## src/rtl/pirq_rate_pkg.sv

```systemverilog
package pirq_rate_pkg;
  // Default width of the rate-select code
  parameter int unsigned PIRQ_CODE_W = 4;

  // Number of prescaler stages needed: one per nonzero code
  function automatic int unsigned stage_count(input int unsigned code_w);
    return (1 << code_w) - 1;
  endfunction
endpackage

```

## src/rtl/pirq_prescaler.sv

```systemverilog
// Binary strobe counter; restart clears it and swallows the strobe
module pirq_prescaler #(
  parameter int unsigned CNT_W = 15
) (
  input  logic             clk,
  input  logic             rst,
  input  logic             strobe,
  input  logic             restart,
  output logic [CNT_W-1:0] cnt_nxt,
  output logic             adv
);
  logic [CNT_W-1:0] cnt_q;

  always_comb begin
    adv = strobe & ~restart;
    if (restart)
      cnt_nxt = '0;
    else if (strobe)
      cnt_nxt = cnt_q + CNT_W'(1);
    else
      cnt_nxt = cnt_q;
  end

  always_ff @(posedge clk) begin
    if (rst)
      cnt_q <= '0;
    else
      cnt_q <= cnt_nxt;
  end
endmodule

```

## src/rtl/pirq_tap_mux.sv

```systemverilog
// Selects one prescaler stage per rate code: wrap event and half-period bit
module pirq_tap_mux #(
  parameter int unsigned CODE_W = 4,
  parameter int unsigned CNT_W  = 15
) (
  input  logic [CODE_W-1:0] code,
  input  logic [CNT_W-1:0]  cnt,
  input  logic              adv,
  output logic              hit,
  output logic              wave
);
  logic [CNT_W:0] wrap_v;
  logic [CNT_W:0] bit_v;

  // Index 0 is the disabled code
  assign wrap_v[0] = 1'b0;
  assign bit_v[0]  = 1'b0;

  for (genvar g = 1; g <= CNT_W; g++) begin : g_tap
    assign wrap_v[g] = (cnt[g-1:0] == '0);
    assign bit_v[g]  = cnt[g-1];
  end

  assign hit  = adv & wrap_v[code];
  assign wave = bit_v[code];
endmodule

```

## src/rtl/pirq_rate_gen.sv

```systemverilog
module pirq_rate_gen
  import pirq_rate_pkg::*;
#(
  parameter int unsigned CODE_W = PIRQ_CODE_W
) (
  input  logic              clk,
  input  logic              rst,
  input  logic              base_strobe,
  input  logic [CODE_W-1:0] rate_code,
  input  logic              pie_en,
  input  logic              sqw_en,
  output logic              pf_set,
  output logic              pirq_req,
  output logic              sqw_out
);
  localparam int unsigned CNT_W = stage_count(CODE_W);

  logic [CODE_W-1:0] code_q;
  logic              restart;
  logic [CNT_W-1:0]  cnt_nxt;
  logic              adv;
  logic              hit;
  logic              wave;

  // A new code restarts the chain so no partial period leaks out
  assign restart = (rate_code != code_q);

  pirq_prescaler #(.CNT_W(CNT_W)) u_pre (
    .clk     (clk),
    .rst     (rst),
    .strobe  (base_strobe),
    .restart (restart),
    .cnt_nxt (cnt_nxt),
    .adv     (adv)
  );

  pirq_tap_mux #(.CODE_W(CODE_W), .CNT_W(CNT_W)) u_tap (
    .code (rate_code),
    .cnt  (cnt_nxt),
    .adv  (adv),
    .hit  (hit),
    .wave (wave)
  );

  always_ff @(posedge clk) begin
    if (rst) begin
      code_q   <= '0;
      pf_set   <= 1'b0;
      pirq_req <= 1'b0;
      sqw_out  <= 1'b0;
    end else begin
      code_q   <= rate_code;
      pf_set   <= hit;
      pirq_req <= hit & pie_en;
      sqw_out  <= wave & sqw_en;
    end
  end
endmodule

```

## config.mk

```make
export PLATFORM = sky130hd
export DESIGN_NAME = pirq_rate_gen
export DESIGN_NICKNAME = d
export VERILOG_FILES = /design/src/rtl/pirq_rate_pkg.sv /design/src/rtl/pirq_prescaler.sv /design/src/rtl/pirq_tap_mux.sv /design/src/rtl/pirq_rate_gen.sv
export SDC_FILE = /design/constraint.sdc
export NUM_CORES = 1
export LEC_CHECK = 0
export ABC_CLOCK_PERIOD_IN_PS = 2480
export BUFFER_PORTS_ARGS = -buffer_cell sky130_fd_sc_hd__buf_2
export CAP_MARGIN = 5
export CORE_UTILIZATION = 50
export CTS_BUF_LIST = sky130_fd_sc_hd__clkbuf_8
export DETAILED_ROUTE_END_ITERATION = 10
export GPL_ROUTABILITY_DRIVEN = 0
export GPL_TIMING_DRIVEN = 1
export PLACE_DENSITY = 0.68
export SYNTH_ARGS = -nofsm -noshare
export SYNTH_HDL_FRONTEND = slang
export SYNTH_SLANG_ARGS = --single-unit
```

## constraint.sdc

```tcl
create_clock -name clk -period 2.48 [get_ports clk]
set_clock_uncertainty 0.15 [all_clocks]
set_input_delay 0.124 -clock clk [delete_from_list [all_inputs] [get_ports clk]]
set_output_delay 0.124 -clock clk [all_outputs]
set_load 0.1 [all_outputs]
```

==> flow_summary.yaml, run 1 <==
clocking:
  clockBufferDepth: 2
  postCtsSetupBuffers: 0
  root_buffer: "clkbuf_8"
  clock_latency_ns: 0.26
  clock_sink_count: 22
  path_clk_slew_ns: 0.08
  cts_tree: "done"
  cts_htree_levels: 1
  cts-buffers-inserted: 3
power_and_ir_drop:
  comb_power_share_pct: 12.5
  internal_power_mw: 0.5323
  power_density_nw_per_um2: 398.9
  power_switching_mw: 0.1710
  ir_worst_vdd_v: 0.0002238
  swShare_pct: 24.31
  p_seq_share_pct: 51.0
  power_leakage_nw: 0.6492
  clkPwrFrac_pct: 36.4
routing:
  vias: 1504
  wirelength_um: 3783
  ant_nets: 0
  firstDrtPassIters: 7
  drcViolationCount: 2
  wl_per_cell_um: 15.38
  routed_via_density: 6.114
  drt_iter0_markers: 84
layout:
  antennaDiodeCount: 0
  layout.cells.non_filler: 246
  multi_input_area_um2: 1022
  layout_common_cells: "30 x nor2_1, 22 x dfxtp_1, 16 x nand2_1"
  fin_area_um2: 1763
  layout.nets: 226
  areaGrowthSynthToFinish_pct: 12.63
  final_common_cell: "nor2_1"
  nFillCells: 255
  register_area_um2: 440.4
  drive_above_1_share_pct: 18.14
critical_path:
  crit_slowest_cell: "dfxtp_1"
  critPathBufInv: 1
  critical_path_class: "reg -> reg"
  crit_family: "simple AND/OR/NAND/NOR gates"
  worstPathArrival_ns: 2.36
  end_kind: "flop"
  critPathMaxFanout: 9
  required_ns: 2.49
  path_cells: "nand3_2, nor3_1, buf_4, nor3_1, a31oi_1, o31ai_1, a211oi_2, and3b_1"
  cp_common_cell: "nor3_1"
  startpoint_type: "flop"
  max_stage_delay_ns: 0.52
global_routing:
  grt_pass1_vias: 1385
  grt_pass1_wl_um: 6513
  overflow: 0
  grt_max_degree: 21
  antenna_found_initial: 0
  grt_use_total_pct: 25.06
logic_synthesis:
  ys_seq_area_share_pct: 28.14
  synth_area_um2: 1565
  ys_async_sr_fraction_pct: 0
  ys_seq_elements: 22
  syn-mean-instance-area_um2: 7.826
  ys_types: 47
  ys_warn_count: 0
  synth.net_count: 210
  synthFlopType: "dfxtp_1"
  synthCells: 200
  synth_edf_count: 0
floorplanning:
  die_area_um2: 3358
  ios: 12
  coreArea_um2: 2853
  fp-row-count: 19
  initial_core_util_pct: 54.87
  die_height_um: 57.95
  die_x_um: 57.95
sta:
  worstMarginPinSlew_ns: 0.4840
  setup_viol: 0
  finalSetupTns_ns: 0
  final_max_slew_viol_count: 0
  min_period_ns: 2.345
  slew-limit-headroom_pct: 67.95
  fmax_ghz: 0.4265
  whs_ns: 0.03427
  final-hold-violation-count: 0
  fin_ws_ns: 0.1353
  period_share_pct: 94.54
  rsz0062_at_grt: "false"
flow_run:
  cap_violations: 0
status:
  status: "finished with violations"
  violations: "design-rule violations"
placed_design:
  port-buffer-count: 11
  placed_cell_area_um2: 1685
  post-place-ws_ns: 0.1881
  dp_cells: 240
  dp_hpwl_um: 2817
hold_path:
  min_path_type: "in -> reg"
[layer usage]
layer	up-vias	track usage (%)	wire (um)
li1	743	-	-
met1	701	35.92	1839
met2	51	38.42	1668
met3	9	3.348	205
met4	0	9.184	70
met5	-	0	0
[registers in the layout (all words and copies together) (netlist names)]
name / cells
u_pre.cnt_q: 15
code_q: 4
pf_set: 1
pirq_req: 1
sqw_out: 1
[power by group through the flow]
stage               registers (mW)  clock network (mW)  logic (mW)
floorplan                    0.372                   0      0.0544
global placement             0.367                   0      0.0840
detailed placement           0.367                   0      0.0848
CTS                          0.359               0.263      0.0875
global route                 0.359               0.277      0.0954
finish                       0.359               0.256      0.0882
[per-stage QoR]
stage | total power, mW | util (%)
finish | 0.7032 | 61.80
global route | 0.7322 | 61.80
CTS | 0.7097 | 61.71
detailed placement | 0.4522 | 59.08
global placement | 0.4513 | 59.08
floorplan | 0.4261 | -
[synthesized netlist by cell type (all sizes together), types with 5 or more instances]
library cell,number,share of area (%)
nor2,30,7.2
dfxtp,22,28
nand2,16,3.8
xnor2,13,7.3
buf,10,3.8
nand4,10,4.0
a21oi,8,2.6
clkbuf,7,1.7
nand3,7,2.9
o21ai,7,2.2
xor2,7,3.9
mux2i,6,3.8
nor2b,6,2.4
nor4,6,4.7
nor3,5,1.6
[path summary, 6_finish.rpt]
check / startpoint / to / slack [ns] / cells past startpoint
worst max-delay path: u_pre.cnt_q[4] / pirq_req / 0.14 / 8
worst max register to register: u_pre.cnt_q[4] / pirq_req / 0.14 / 8
worst min-delay path: rate_code[3] / code_q[3] / 0.03 / 2
worst min register to register: u_pre.cnt_q[14] / u_pre.cnt_q[14] / 0.46 / 2
[timing repair]
action | in CTS | in global routing
endpoints found under the setup margin | 0 | 1
resized for setup | 0 | 1
hold endpoints to repair | 5 | 0
hold buffers | 2 | 0
[layout make-up]
class / count / area share, %
clock buffers: 4 / 3.123
inverters: 5 / 1.065
multi-input cells: 156 / 57.98
flip-flops and latches: 22 / 24.98
well taps: 31 / 2.200
repair buffers: 28 / 10.65
[cells by family (layout without fill, tap and decap cells)]
logic type               Yosys count  in the layout  share of synthesized area (%)
XOR/XNOR                          20             20                          11.19
adder cells (fa/ha/maj)            1              1                         0.7992
multiplexers                       6              6                          3.837
flip-flops                        22             22                          28.14
AO/OA/AOI/OAI                     36             36                          16.55
buffers and inverters             22             37                          6.715
AND/OR/NAND/NOR                   93             93                          32.77
No activity file was read; power rests on OpenSTA's default activity.
==> inputs of run 2 (changes only) <==
- ABC_CLOCK_PERIOD_IN_PS: 2480 -> 2380
- clock period: 2.48 -> 2.38 ns (I/O delays scaled with it)
==> flow_summary.yaml, run 2 (synthesis results as in run 1) <==
floorplanning:
  coreArea_um2: 2853
  die_x_um: 57.95
  initial_core_util_pct: 54.87
  die_area_um2: 3358
  ios: 12
  fp-row-count: 19
  die_height_um: 57.95
sta:
  period_share_pct: 93.45
  setup_viol: 0
  slew-limit-headroom_pct: 67.83
  worstMarginPinSlew_ns: 0.4858
  rsz0062_at_grt: "false"
  min_period_ns: 2.224
  final_max_slew_viol_count: 0
  fmax_ghz: 0.4496
  final-hold-violation-count: 0
  finalSetupTns_ns: 0
  whs_ns: 0.03048
power_and_ir_drop:
  ir_worst_vdd_v: 0.0002810
  power_density_nw_per_um2: 446.1
  power_leakage_nw: 0.6673
layout:
  antennaDiodeCount: 0
  drive_above_1_share_pct: 21.66
  areaGrowthSynthToFinish_pct: 16.87
  final_common_cell: "nor2_1"
  layout.nets: 228
  largest_reg_flops: 15
  top_regs: "u_pre.cnt_q: 15 flops, code_q: 4 flops"
  fin_util_pct: 64.12
  top_register: "u_pre.cnt_q"
  fin_area_um2: 1829
  layout_common_cells: "30 x nor2_1, 22 x dfxtp_1, 17 x buf_4"
clocking:
  root_buffer: "clkbuf_8"
  clock_latency_ns: 0.27
  postCtsSetupBuffers: 0
  cts_htree_levels: 1
  path_clk_slew_ns: 0.08
  clock_sink_count: 22
  cts-buffers-inserted: 3
  clockBufferDepth: 2
  cts_tree: "done"
critical_path:
  crit_start: "u_pre.cnt_q[0]"
  rr_endpoint: "pirq_req"
  critPathCapture: "pirq_req"
  reg2reg_depth: 8
  worstPathArrival_ns: 2.29
  reg2reg_slack_ns: 0.16
  end_kind: "flop"
  startpoint_type: "flop"
  reg2reg_from: "u_pre.cnt_q[0]"
  required_ns: 2.45
  critPathMaxFanout: 5
  critical_path_class: "reg -> reg"
global_routing:
  grt_pass1_vias: 1451
  grt_use_total_pct: 25.16
  grt_max_degree: 21
  overflow: 0
  antenna_found_initial: 0
  grt_pass1_wl_um: 6582
status:
  violations: "design-rule violations"
  status: "finished with violations"
routing:
  routed_via_density: 6.315
  drcViolationCount: 1
  wirelength_um: 3819
  wl_per_cell_um: 15.40
  ant_nets: 0
  vias: 1566
  firstDrtPassIters: 9
  drt_iter0_markers: 116
placed_design:
  placed_cell_area_um2: 1700
  port-buffer-count: 11
  dp_hpwl_um: 3004
flow_run:
  cap_violations: 0
hold_path:
  min_path_type: "in -> reg"
[run 2: worst min-delay path by stage]
| stage | start | end | slack [ns] | cells after the start |
|---|---|---|---|---|
| 2_1_floorplan | rst | code_q[1] | 0.04 | 1 |
| 3_3_place_gp | rst | code_q[2] | 0.18 | 2 |
| 3_5_place_dp | rst | code_q[2] | 0.19 | 2 |
| 4_1_cts | rate_code[3] | code_q[3] | 0.02 | 2 |
| 5_1_grt | rate_code[3] | code_q[3] | 0.04 | 2 |
| 6_report | rate_code[3] | code_q[3] | 0.03 | 2 |
[run 2: power by group]
| group | internal (mW) | total (mW) | leakage (nW) | switching, mW |
|---|---|---|---|---|
| combinational | 0.0371 | 0.0935 | 0.453 | 0.0564 |
| sequential | 0.372 | 0.374 | 0.178 | 0.00184 |
| clock | 0.225 | 0.348 | 0.0357 | 0.124 |
[run 2: per-layer routing]
metal / part of all wire [%] / track usage (%)
met5: 0 / 0
met3: 6.7 / 4.018
met2: 48 / 41.54
met4: 1.2 / 9.184
met1: 44 / 33.19
[run 2: what timing repair did]
item | in CTS | in global routing
setup endpoints to repair | 0 | 3
hold endpoints to repair | 5 | 0
resized for setup | 0 | 7
hold buffers | 2 | 0
[run 2: through the flow]
stage / instances / setup WS (ns) / power, mW
after global placement: 242 / 0.1727 / 0.4704
after global routing: 248 / 0.01551 / 0.8428
final: 248 / 0.1559 / 0.8161
after detailed placement: 242 / 0.04794 / 0.4715
after floorplan: 200 / 0.1347 / 0.4440
after CTS: 248 / 0.03911 / 0.8223
[run 2: cell type report]
type	instances	area [um2]
timing repair buffer	30	202.7
inverter	5	18.77
fill	258	1023
clock buffer	3	41.29
tap	31	38.79
sequential	22	440.4
multi-input combinational	156	1057
clock inverter	1	30.03
[run 2: worst max-delay path: stages (launching register included)]
cell       delay (ns)
dfxtp_1          0.35
ha_2             0.24
and3_1           0.26
nand3_1          0.10
o2bb2ai_1        0.26
nand4_1          0.20
o31ai_2          0.31
a211oi_2         0.11
and3b_1          0.21
==> inputs of run 3 (changes only) <==
- CORE_MARGIN: default -> 2
==> flow_summary.yaml, run 3 (synthesis results as in run 1) <==
status:
  status: "finished clean"
critical_path:
  cp_common_cell: "nand2_1"
  end_kind: "flop"
  reg2reg_depth: 8
  rr_endpoint: "pirq_req"
  crit_family: "simple AND/OR/NAND/NOR gates"
  worstPathArrival_ns: 2.25
  required_ns: 2.39
  critical_path_class: "reg -> reg"
  critPathMaxFanout: 5
  reg2reg_from: "u_pre.cnt_q[0]"
  path_cells: "ha_4, and3_1, nand2_1, xnor2_1, nand2_1, nor4bb_1, o311a_1, and3b_1"
  startpoint_type: "flop"
  max_stage_delay_ns: 0.43
  reg2reg_slack_ns: 0.14
  crit_slowest_cell: "dfxtp_1"
  critPathBufInv: 0
placed_design:
  placed_cell_area_um2: 1688
  dp_hpwl_um: 2884
  dp_cells: 242
  port-buffer-count: 11
routing:
  drcViolationCount: 0
  wl_per_cell_um: 15.71
  drt_iter0_markers: 122
  firstDrtPassIters: 4
  dr_wl_met3_um: 219
  vias: 1512
  wirelength_um: 3880
  drt-met1-wl_um: 1703
  routed_via_density: 6.121
  topRoutingLayerUsed: "met4"
  dr_wl_met2_um: 1834
  ant_nets: 0
layout:
  areaGrowthSynthToFinish_pct: 14.55
  fin_util_pct: 59.71
  register_area_um2: 441.7
  top_regs: "u_pre.cnt_q: 15 flops, code_q: 4 flops"
  largest_reg_flops: 15
  multi_input_area_um2: 1062
  top_register: "u_pre.cnt_q"
  layout.nets: 226
  antennaDiodeCount: 0
  nFillCells: 262
  final_common_cell: "nor2_1"
  layout.cells.non_filler: 247
  layout_common_cells: "30 x nor2_1, 21 x dfxtp_1, 16 x nand2_1"
  drive_above_1_share_pct: 21.03
  fin_area_um2: 1793
hold_path:
  min_from: "rate_code[3]"
  hold_end: "code_q[3]"
  worstHoldPathCells: 2
  min_path_type: "in -> reg"
floorplanning:
  fp-row-count: 20
  die_x_um: 59.95
  ios: 12
  initial_core_util_pct: 52.12
  die_area_um2: 3594
  die_height_um: 59.95
  coreArea_um2: 3003
clocking:
  root_buffer: "clkbuf_8"
  cts_htree_levels: 1
  cts-buffers-inserted: 3
  postCtsSetupBuffers: 0
  clock_sink_count: 22
  clock_latency_ns: 0.26
  cts_tree: "done"
  clockBufferDepth: 2
  path_clk_slew_ns: 0.08
sta:
  final_max_slew_viol_count: 0
  slew-limit-headroom_pct: 67.81
  rsz0062_at_grt: "false"
  setup_viol: 0
  fmax_ghz: 0.4466
  final-hold-violation-count: 0
  worstMarginPinSlew_ns: 0.4861
  min_period_ns: 2.239
  finalSetupTns_ns: 0
  period_share_pct: 94.09
power_and_ir_drop:
  ir_worst_vdd_v: 0.0002554
  power_leakage_nw: 0.6428
  power_density_nw_per_um2: 391.9
global_routing:
  grt_max_degree: 21
  grt_use_total_pct: 23.85
  antenna_found_initial: 0
  grt_pass1_wl_um: 6361
  overflow: 0
  grt_pass1_vias: 1383
flow_run:
  cap_violations: 0
## run 3: cell count changes in the layout (fill, tap and decap cells not counted)
cell	before	now
dfxtp_1	22	21
ha_2	1	0
ha_4	0	1
nor4_1	2	3
dfxtp_2	0	1
buf_4	17	15
and4_1	2	1
bufinv_16	1	0
nor4_2	2	1
and4_2	0	1
## run 3: layer usage
layer | vias to the layer above | GRT usage (%)
met5 | - | 0
met2 | 61 | 36.02
met4 | 0 | 13.97
met3 | 14 | 3.247
li1 | 747 | -
met1 | 690 | 32.19
## run 3: what timing repair did
item	in CTS	in global routing
resized for setup	0	9
endpoints found under the setup margin	0	3
endpoints found under the hold margin	5	0
hold buffers	2	0
## run 3: final cells by class
| type | instances | area share [%] |
|---|---|---|
| Clock buffer | 3 | 2.303 |
| Sequential cell | 22 | 24.63 |
| Inverter | 5 | 1.047 |
| Tap cell | 33 | 2.303 |
| Multi-Input combinational cell | 156 | 59.25 |
| Timing Repair Buffer | 28 | 10.47 |
## run 3: power breakdown
part | total [mW] | internal [mW] | switching, mW
Clock | 0.235 | 0.113 | 0.122
Sequential | 0.374 | 0.372 | 0.00211
Combinational | 0.0933 | 0.0366 | 0.0567
Total | 0.703 | 0.522 | 0.181
## run 3: worst max path at each step
stage              startpoint        to  slack, ns  cells past startpoint
2_1_floorplan  u_pre.cnt_q[1]  pirq_req       0.13                      8
3_3_place_gp   u_pre.cnt_q[0]  pirq_req       0.12                      9
3_5_place_dp   u_pre.cnt_q[0]  pirq_req       0.04                      8
4_1_cts        u_pre.cnt_q[0]  pirq_req       0.03                      8
5_1_grt        u_pre.cnt_q[0]   sqw_out       0.01                      8
6_report       u_pre.cnt_q[0]  pirq_req       0.14                      8
## run 3: per-stage QoR
| stage | hold WS, ns | power [mW] | setup WS, ns |
|---|---|---|---|
| CTS | 0.03072 | 0.7013 | 0.02949 |
| detailed placement | 0.1884 | 0.4713 | 0.04369 |
| global placement | 0.1822 | 0.4697 | 0.1201 |
| finish | 0.03303 | 0.7026 | 0.1407 |
| global route | 0.03065 | 0.7361 | 0.01007 |
| floorplan | 0.03569 | 0.4440 | 0.1347 |
